<file path="config.mk">
export PLATFORM = sky130hd
export DESIGN_NAME = sq_inverter_timer
export DESIGN_NICKNAME = d
export VERILOG_FILES = /design/src/rtl/itg_pkg.sv /design/src/rtl/itg_cfg_shadow.sv /design/src/rtl/itg_period_counter.sv /design/src/rtl/itg_phase_decode.sv /design/src/rtl/sq_inverter_timer.sv
export SDC_FILE = /design/constraint.sdc
export NUM_CORES = 1
export LEC_CHECK = 0
export ABC_CLOCK_PERIOD_IN_PS = 5700
export BUFFER_PORTS_ARGS = -buffer_cell sky130_fd_sc_hd__buf_4
export CAP_MARGIN = 20
export CORE_MARGIN = 2
export CORE_UTILIZATION = 60
export DETAILED_ROUTE_END_ITERATION = 10
export PLACE_DENSITY = 0.87
export SLEW_MARGIN = 20
export SYNTH_ARGS = -nofsm -noshare
export SYNTH_HDL_FRONTEND = slang
export SYNTH_SLANG_ARGS = --single-unit
</file>
<file path="constraint.sdc">
create_clock -name clk -period 5.7 [get_ports clk]
set_clock_uncertainty 0.1 [all_clocks]
set_input_delay 1.14 -clock clk [delete_from_list [all_inputs] [get_ports clk]]
set_output_delay 1.14 -clock clk [all_outputs]
set_load 0.05 [all_outputs]
</file>
<file path="src/rtl/itg_pkg.sv">
package itg_pkg;
  // Smallest period that can still hold one count per segment.
  localparam int MIN_PERIOD = 2;

  typedef enum logic [1:0] {
    PH_IDLE = 2'd0,
    PH_POS  = 2'd1,
    PH_NEG  = 2'd2
  } phase_e;
endpackage

</file>
<file path="src/rtl/itg_cfg_shadow.sv">
module itg_cfg_shadow
  import itg_pkg::*;
#(
  parameter int CNT_W      = 16,
  parameter int DEF_PERIOD = 16667,
  parameter int DEF_SEG    = 8333,
  parameter int DEF_GUARD  = 2
) (
  input  logic             clk,
  input  logic             rst,
  input  logic             load_i,
  input  logic [CNT_W-1:0] period_i,
  input  logic [CNT_W-1:0] seg_i,
  input  logic [CNT_W-1:0] guard_i,
  output logic [CNT_W-1:0] period_o,
  output logic [CNT_W-1:0] seg_o,
  output logic [CNT_W-1:0] guard_o
);
  localparam logic [CNT_W-1:0] MIN_P = CNT_W'(MIN_PERIOD);
  localparam logic [CNT_W-1:0] DEF_P = CNT_W'(DEF_PERIOD);
  localparam logic [CNT_W-1:0] DEF_S = CNT_W'(DEF_SEG);
  localparam logic [CNT_W-1:0] DEF_G = CNT_W'(DEF_GUARD);

  logic [CNT_W-1:0] per_lim;
  logic [CNT_W-1:0] seg_lim;

  // Limit the incoming values so the decoder never sees an impossible split.
  always_comb begin
    per_lim = (period_i < MIN_P) ? MIN_P : period_i;
    seg_lim = (seg_i > per_lim) ? per_lim : seg_i;
  end

  always_ff @(posedge clk) begin
    if (rst) begin
      period_o <= DEF_P;
      seg_o    <= DEF_S;
      guard_o  <= DEF_G;
    end else if (load_i) begin
      period_o <= per_lim;
      seg_o    <= seg_lim;
      guard_o  <= guard_i;
    end
  end
endmodule

</file>
<file path="src/rtl/itg_period_counter.sv">
module itg_period_counter #(
  parameter int CNT_W = 16
) (
  input  logic             clk,
  input  logic             rst,
  input  logic             run_i,
  input  logic [CNT_W-1:0] period_i,
  output logic [CNT_W-1:0] count_o,
  output logic             wrap_o
);
  localparam logic [CNT_W-1:0] ONE = CNT_W'(1);

  assign wrap_o = run_i && (count_o == period_i - ONE);

  always_ff @(posedge clk) begin
    if (rst || !run_i) begin
      count_o <= '0;
    end else if (wrap_o) begin
      count_o <= '0;
    end else begin
      count_o <= count_o + ONE;
    end
  end

  // The count must stay inside the period that the shadow register holds.
  assert_count_in_period_R2: assert property (@(posedge clk) disable iff (rst)
    count_o < period_i);
endmodule

</file>
<file path="src/rtl/itg_phase_decode.sv">
module itg_phase_decode
  import itg_pkg::*;
#(
  parameter int CNT_W = 16
) (
  input  logic             clk,
  input  logic             rst,
  input  logic             run_i,
  input  logic [CNT_W-1:0] count_i,
  input  logic [CNT_W-1:0] seg_i,
  input  logic [CNT_W-1:0] guard_i,
  output logic             pos_o,
  output logic             neg_o
);
  localparam int XW = CNT_W + 1;

  logic [XW-1:0] cnt_x;
  logic [XW-1:0] neg_start;
  phase_e        phase_d;

  // The guard is taken from the head of each segment; the negative segment
  // begins at seg_i, so its drive begins guard_i counts later.
  always_comb begin
    cnt_x     = {1'b0, count_i};
    neg_start = {1'b0, seg_i} + {1'b0, guard_i};
    phase_d   = PH_IDLE;
    if (run_i) begin
      if ((count_i >= guard_i) && (count_i < seg_i)) begin
        phase_d = PH_POS;
      end else if (cnt_x >= neg_start) begin
        phase_d = PH_NEG;
      end
    end
  end

  always_ff @(posedge clk) begin
    if (rst) begin
      pos_o <= 1'b0;
      neg_o <= 1'b0;
    end else begin
      pos_o <= (phase_d == PH_POS);
      neg_o <= (phase_d == PH_NEG);
    end
  end

  assert_no_overlap_R5: assert property (@(posedge clk) disable iff (rst)
    !(pos_o && neg_o));

  assert_stop_off_R8: assert property (@(posedge clk) disable iff (rst)
    !run_i |=> (!pos_o && !neg_o));
endmodule

</file>
<file path="src/rtl/sq_inverter_timer.sv">
module sq_inverter_timer #(
  parameter int CNT_W      = 16,
  parameter int DEF_PERIOD = 16667,
  parameter int DEF_SEG    = 8333,
  parameter int DEF_GUARD  = 2
) (
  input  logic             clk,
  input  logic             rst,
  input  logic             enable,
  input  logic [CNT_W-1:0] period_cnt,
  input  logic [CNT_W-1:0] seg_a_cnt,
  input  logic [CNT_W-1:0] guard_cnt,
  output logic             drv_pos,
  output logic             drv_neg
);
  logic [CNT_W-1:0] period_q;
  logic [CNT_W-1:0] seg_q;
  logic [CNT_W-1:0] guard_q;
  logic [CNT_W-1:0] count;
  logic             wrap;
  logic             cfg_load;

  // Capture new settings while stopped or at the period boundary only.
  assign cfg_load = !enable || wrap;

  itg_cfg_shadow #(
    .CNT_W(CNT_W), .DEF_PERIOD(DEF_PERIOD),
    .DEF_SEG(DEF_SEG), .DEF_GUARD(DEF_GUARD)
  ) u_cfg (
    .clk(clk), .rst(rst), .load_i(cfg_load),
    .period_i(period_cnt), .seg_i(seg_a_cnt), .guard_i(guard_cnt),
    .period_o(period_q), .seg_o(seg_q), .guard_o(guard_q)
  );

  itg_period_counter #(.CNT_W(CNT_W)) u_cnt (
    .clk(clk), .rst(rst), .run_i(enable),
    .period_i(period_q), .count_o(count), .wrap_o(wrap)
  );

  itg_phase_decode #(.CNT_W(CNT_W)) u_dec (
    .clk(clk), .rst(rst), .run_i(enable),
    .count_i(count), .seg_i(seg_q), .guard_i(guard_q),
    .pos_o(drv_pos), .neg_o(drv_neg)
  );

  // While running, the active settings move only when the counter wraps.
  assert_cfg_hold_R7: assert property (@(posedge clk) disable iff (rst)
    (enable && !wrap) |=> ($stable(period_q) && $stable(seg_q) && $stable(guard_q)));
endmodule

</file>
==> results.json <==
{
  "status": "complete, no violations",
  "crit_arrival_ps": 4210,
  "rsz0062_at_grt": "no",
  "grt_pass1_wl_um": 24300,
  "place_congestion": 1.01,
  "drc": 0,
  "worst_pin_slew_ps": 988,
  "firstDrtPassIters": 5,
  "cp-end-kind": "flip-flop",
  "leakage_nw": 2.95,
  "worst-path-max-fanout": 3,
  "antenna_found_initial": 0,
  "utilization_pct": 68.9,
  "maxCapViolations": 0,
  "synth_area_um2": 5690,
  "maxSlewViolCount": 0,
  "pwr_density_cell_nw_per_um2": 203,
  "critPathMostFrequentCell": "a21oi_1",
  "syn_nets": 826,
  "clock_latency_ps": 360,
  "viasPerCell": 6.11,
  "ys_top_cells_by_area": "dfxtp_1 23%, ha_1 18%, mux2i_1 7.0%",
  "ir_worst_vdd_v": 0.000115,
  "core_um2": 9200,
  "drtIter0Drc": 302,
  "ys_types": 57,
  "grt_pass1_vias": 5007,
  "start_util_pct": 61.8,
  "grt.total_usage_pct": 29.9,
  "setup_viol": 0,
  "dp_hpwl_um": 11700,
  "cp_top_family": "compound AO/OA/AOI/OAI gates",
  "die_w_um": 101,
  "port_buffers": 52,
  "critical_path.max_stage_delay_ps": 560,
  "cts_resized": 0,
  "cts_max_level": 3,
  "required_ps": 5860,
  "ys_seq_area_share_pct": 23.2,
  "stdcell_count": 848,
  "cts.path.max_buffers": 2,
  "dieArea_um2": 10300,
  "io_pins": 53,
  "wl_um": 15100,
  "grt_max_degree": 100,
  "synthDominantCellAreaShare_pct": 23.2,
  "die_h_um": 101,
  "grt_overflow": 0,
  "placed_cells": 832,
  "post_drt_wl_per_cell_um": 17.8,
  "crit_buf_inv": 0,
  "worstPathCellList": "ha_1 -> fa_1 -> a21oi_1 -> o21ai_0 -> o21a_1 -> nor2_1 -> o21bai_1 -> a21oi_1 -> xor2_1 -> ha_1 -> nand4_1 -> or4_1 -> a31oi_1 -> o31ai_1 -> a21oi_1 -> nor4b_1",
  "synth-seq-cells": 66,
  "cts_tree": "built",
  "async_reset_ff_share_pct": 0,
  "ctsRootBufferMaster": "clkbuf_8",
  "postCtsSetupBuffers": 0,
  "worst-setup-path-type": "reg2reg",
  "synth_top_area_cell": "dfxtp_1",
  "holdWs_ps": 410,
  "avgSynthCellArea_um2": 8.20,
  "nets": 865,
  "ant_nets": 0,
  "slowest_stage": "or4_1",
  "synth_edf_count": 0,
  "synthToLayoutAreaGrowth_pct": 11.5,
  "drive_above_1_share_pct": 10.3,
  "cts_hold_buffers": 0,
  "num_vias": 5180,
  "ys_warn_count": 0,
  "synthesis.instances": 693,
  "n_antenna_cell": 0,
  "cts-buffers-inserted": 9,
  "fin_tns_setup_ps": 0,
  "hold_violations": 0,
  "critPathLaunchType": "flip-flop",
  "rows": 35,
  "cts.sinks": 66,
  "hold_class": "reg2reg",
  "timing.final.crit_share_pct": 71.0,
  "period_needed_ps": 4040,
  "fmax_mhz": 247,
  "timing.slew.headroom_pct": 33.7,
  "clk_pin_slew_worst_paths_ps": 90,
  "synthFlopType": "dfxtp_1"
}
-- worst paths after layout --
path                                                startpoint                        endpoint  cells after the start  slack, ps
worst max-delay path               u_cfg.seg_o[0]$_SDFFE_PP1P_          u_dec.neg_o$_SDFF_PP0_                     16       1660
worst min-delay path            u_cfg.guard_o[10]$_SDFFE_PP0P_  u_cfg.guard_o[10]$_SDFFE_PP0P_                      2        410
worst max register to register     u_cfg.seg_o[0]$_SDFFE_PP1P_          u_dec.neg_o$_SDFF_PP0_                     16       1660
worst min register to register  u_cfg.guard_o[10]$_SDFFE_PP0P_  u_cfg.guard_o[10]$_SDFFE_PP0P_                      2        410
-- layout make-up --
| class | count | area, µm² |
|---|---|---|
| Clock buffer | 9 | 124 |
| Clock inverter | 7 | 101 |
| Fill cell | 743 | 2860 |
| Inverter | 62 | 233 |
| Multi-Input combinational cell | 539 | 4010 |
| Sequential cell | 66 | 1320 |
| Tap cell | 111 | 139 |
| Timing Repair Buffer | 54 | 405 |
-- Yosys cell counts, types with 3 or more instances --
cell type  number
ha_1           81
dfxtp_1        66
nor2_1         66
inv_1          62
nand2b_1       57
a21oi_1        48
mux2i_1        40
o21ai_0        30
nand3_1        25
xor2_1         22
xnor2_1        20
clkbuf_1       18
nand2_1        18
a21o_1         13
nand4_1        11
mux2_1         10
nor3_1         10
a211oi_1        8
nor4_1          8
a211o_1         7
nor2b_1         7
a2111oi_0       4
and3_1          4
buf_2           4
o21a_1          4
o21bai_1        4
o31ai_1         4
o21ai_1         3
or4_1           3
or4b_1          3
-- routing by layer --
metal / vias up / GRT usage [%] / routed length (µm)
li1: 2514 / - / -
met1: 2428 / 38.2 / 6550
met2: 189 / 50.5 / 7250
met3: 49 / 3.31 / 721
met4: 0 / 14.1 / 590
met5: - / 0 / 0
-- through the flow --
step / setup WS [ps] / cell area [µm²] / power (mW)
4_1_cts: 1720 / 6340 / 1.29
3_5_place_dp: 1500 / 6110 / 0.836
6_report: 1660 / 6340 / 1.29
2_1_floorplan: 2230 / 5690 / 0.740
5_1_grt: 1450 / 6340 / 1.35
3_3_place_gp: 1620 / 6110 / 0.822
-- cell usage in the layout (no fill, tap or decap), types with 7 or more instances in the layout --
master	synthesis	final
ha_1	81	81
nor2_1	66	66
dfxtp_1	66	66
inv_1	62	62
nand2b_1	57	57
buf_4	2	54
a21oi_1	48	48
mux2i_1	40	40
o21ai_0	30	30
nand3_1	25	25
xor2_1	22	22
xnor2_1	20	20
nand2_1	18	18
a21o_1	13	13
nand4_1	11	11
nor3_1	10	10
mux2_1	10	10
clkbuf_8	0	9
nor4_1	8	8
a211oi_1	8	8
nor2b_1	7	7
a211o_1	7	7
-- logic make-up (layout without fill, tap and decap cells) --
kind of cell	after synthesis	after routing	synth area share, %
compound gates	143	143	16.3
xor+xnor	42	42	6.47
fa+ha+maj	82	82	18.2
buf+inv	88	132	6.29
flops	66	66	23.2
mux	50	50	9.02
simple gates	222	222	20.5
-- state kept, by name (all words and copies together) (netlist names) --
name            count
u_cfg.guard_o      16
u_dec.pos_o         1
u_cfg.period_o     16
u_cnt.count_o      16
u_cfg.seg_o        16
u_dec.neg_o         1
-- where the power goes --
| part | internal, mW | switching, mW | leakage, nW | total [mW] |
|---|---|---|---|---|
| Clock | 0.250 | 0.203 | 0.106 | 0.453 |
| Combinational | 0.145 | 0.171 | 2.30 | 0.316 |
| Sequential | 0.486 | 0.0340 | 0.542 | 0.520 |
| Total | 0.881 | 0.408 | 2.95 | 1.29 |
-- tightest hold or removal path: cells and delay by family, from the launching register on --
family / cells / cell delay [ps]
DFF: 1 / 340
and+or+nand+nor: 1 / 70
muxes: 1 / 60
Power figures use the tool's default switching activity.
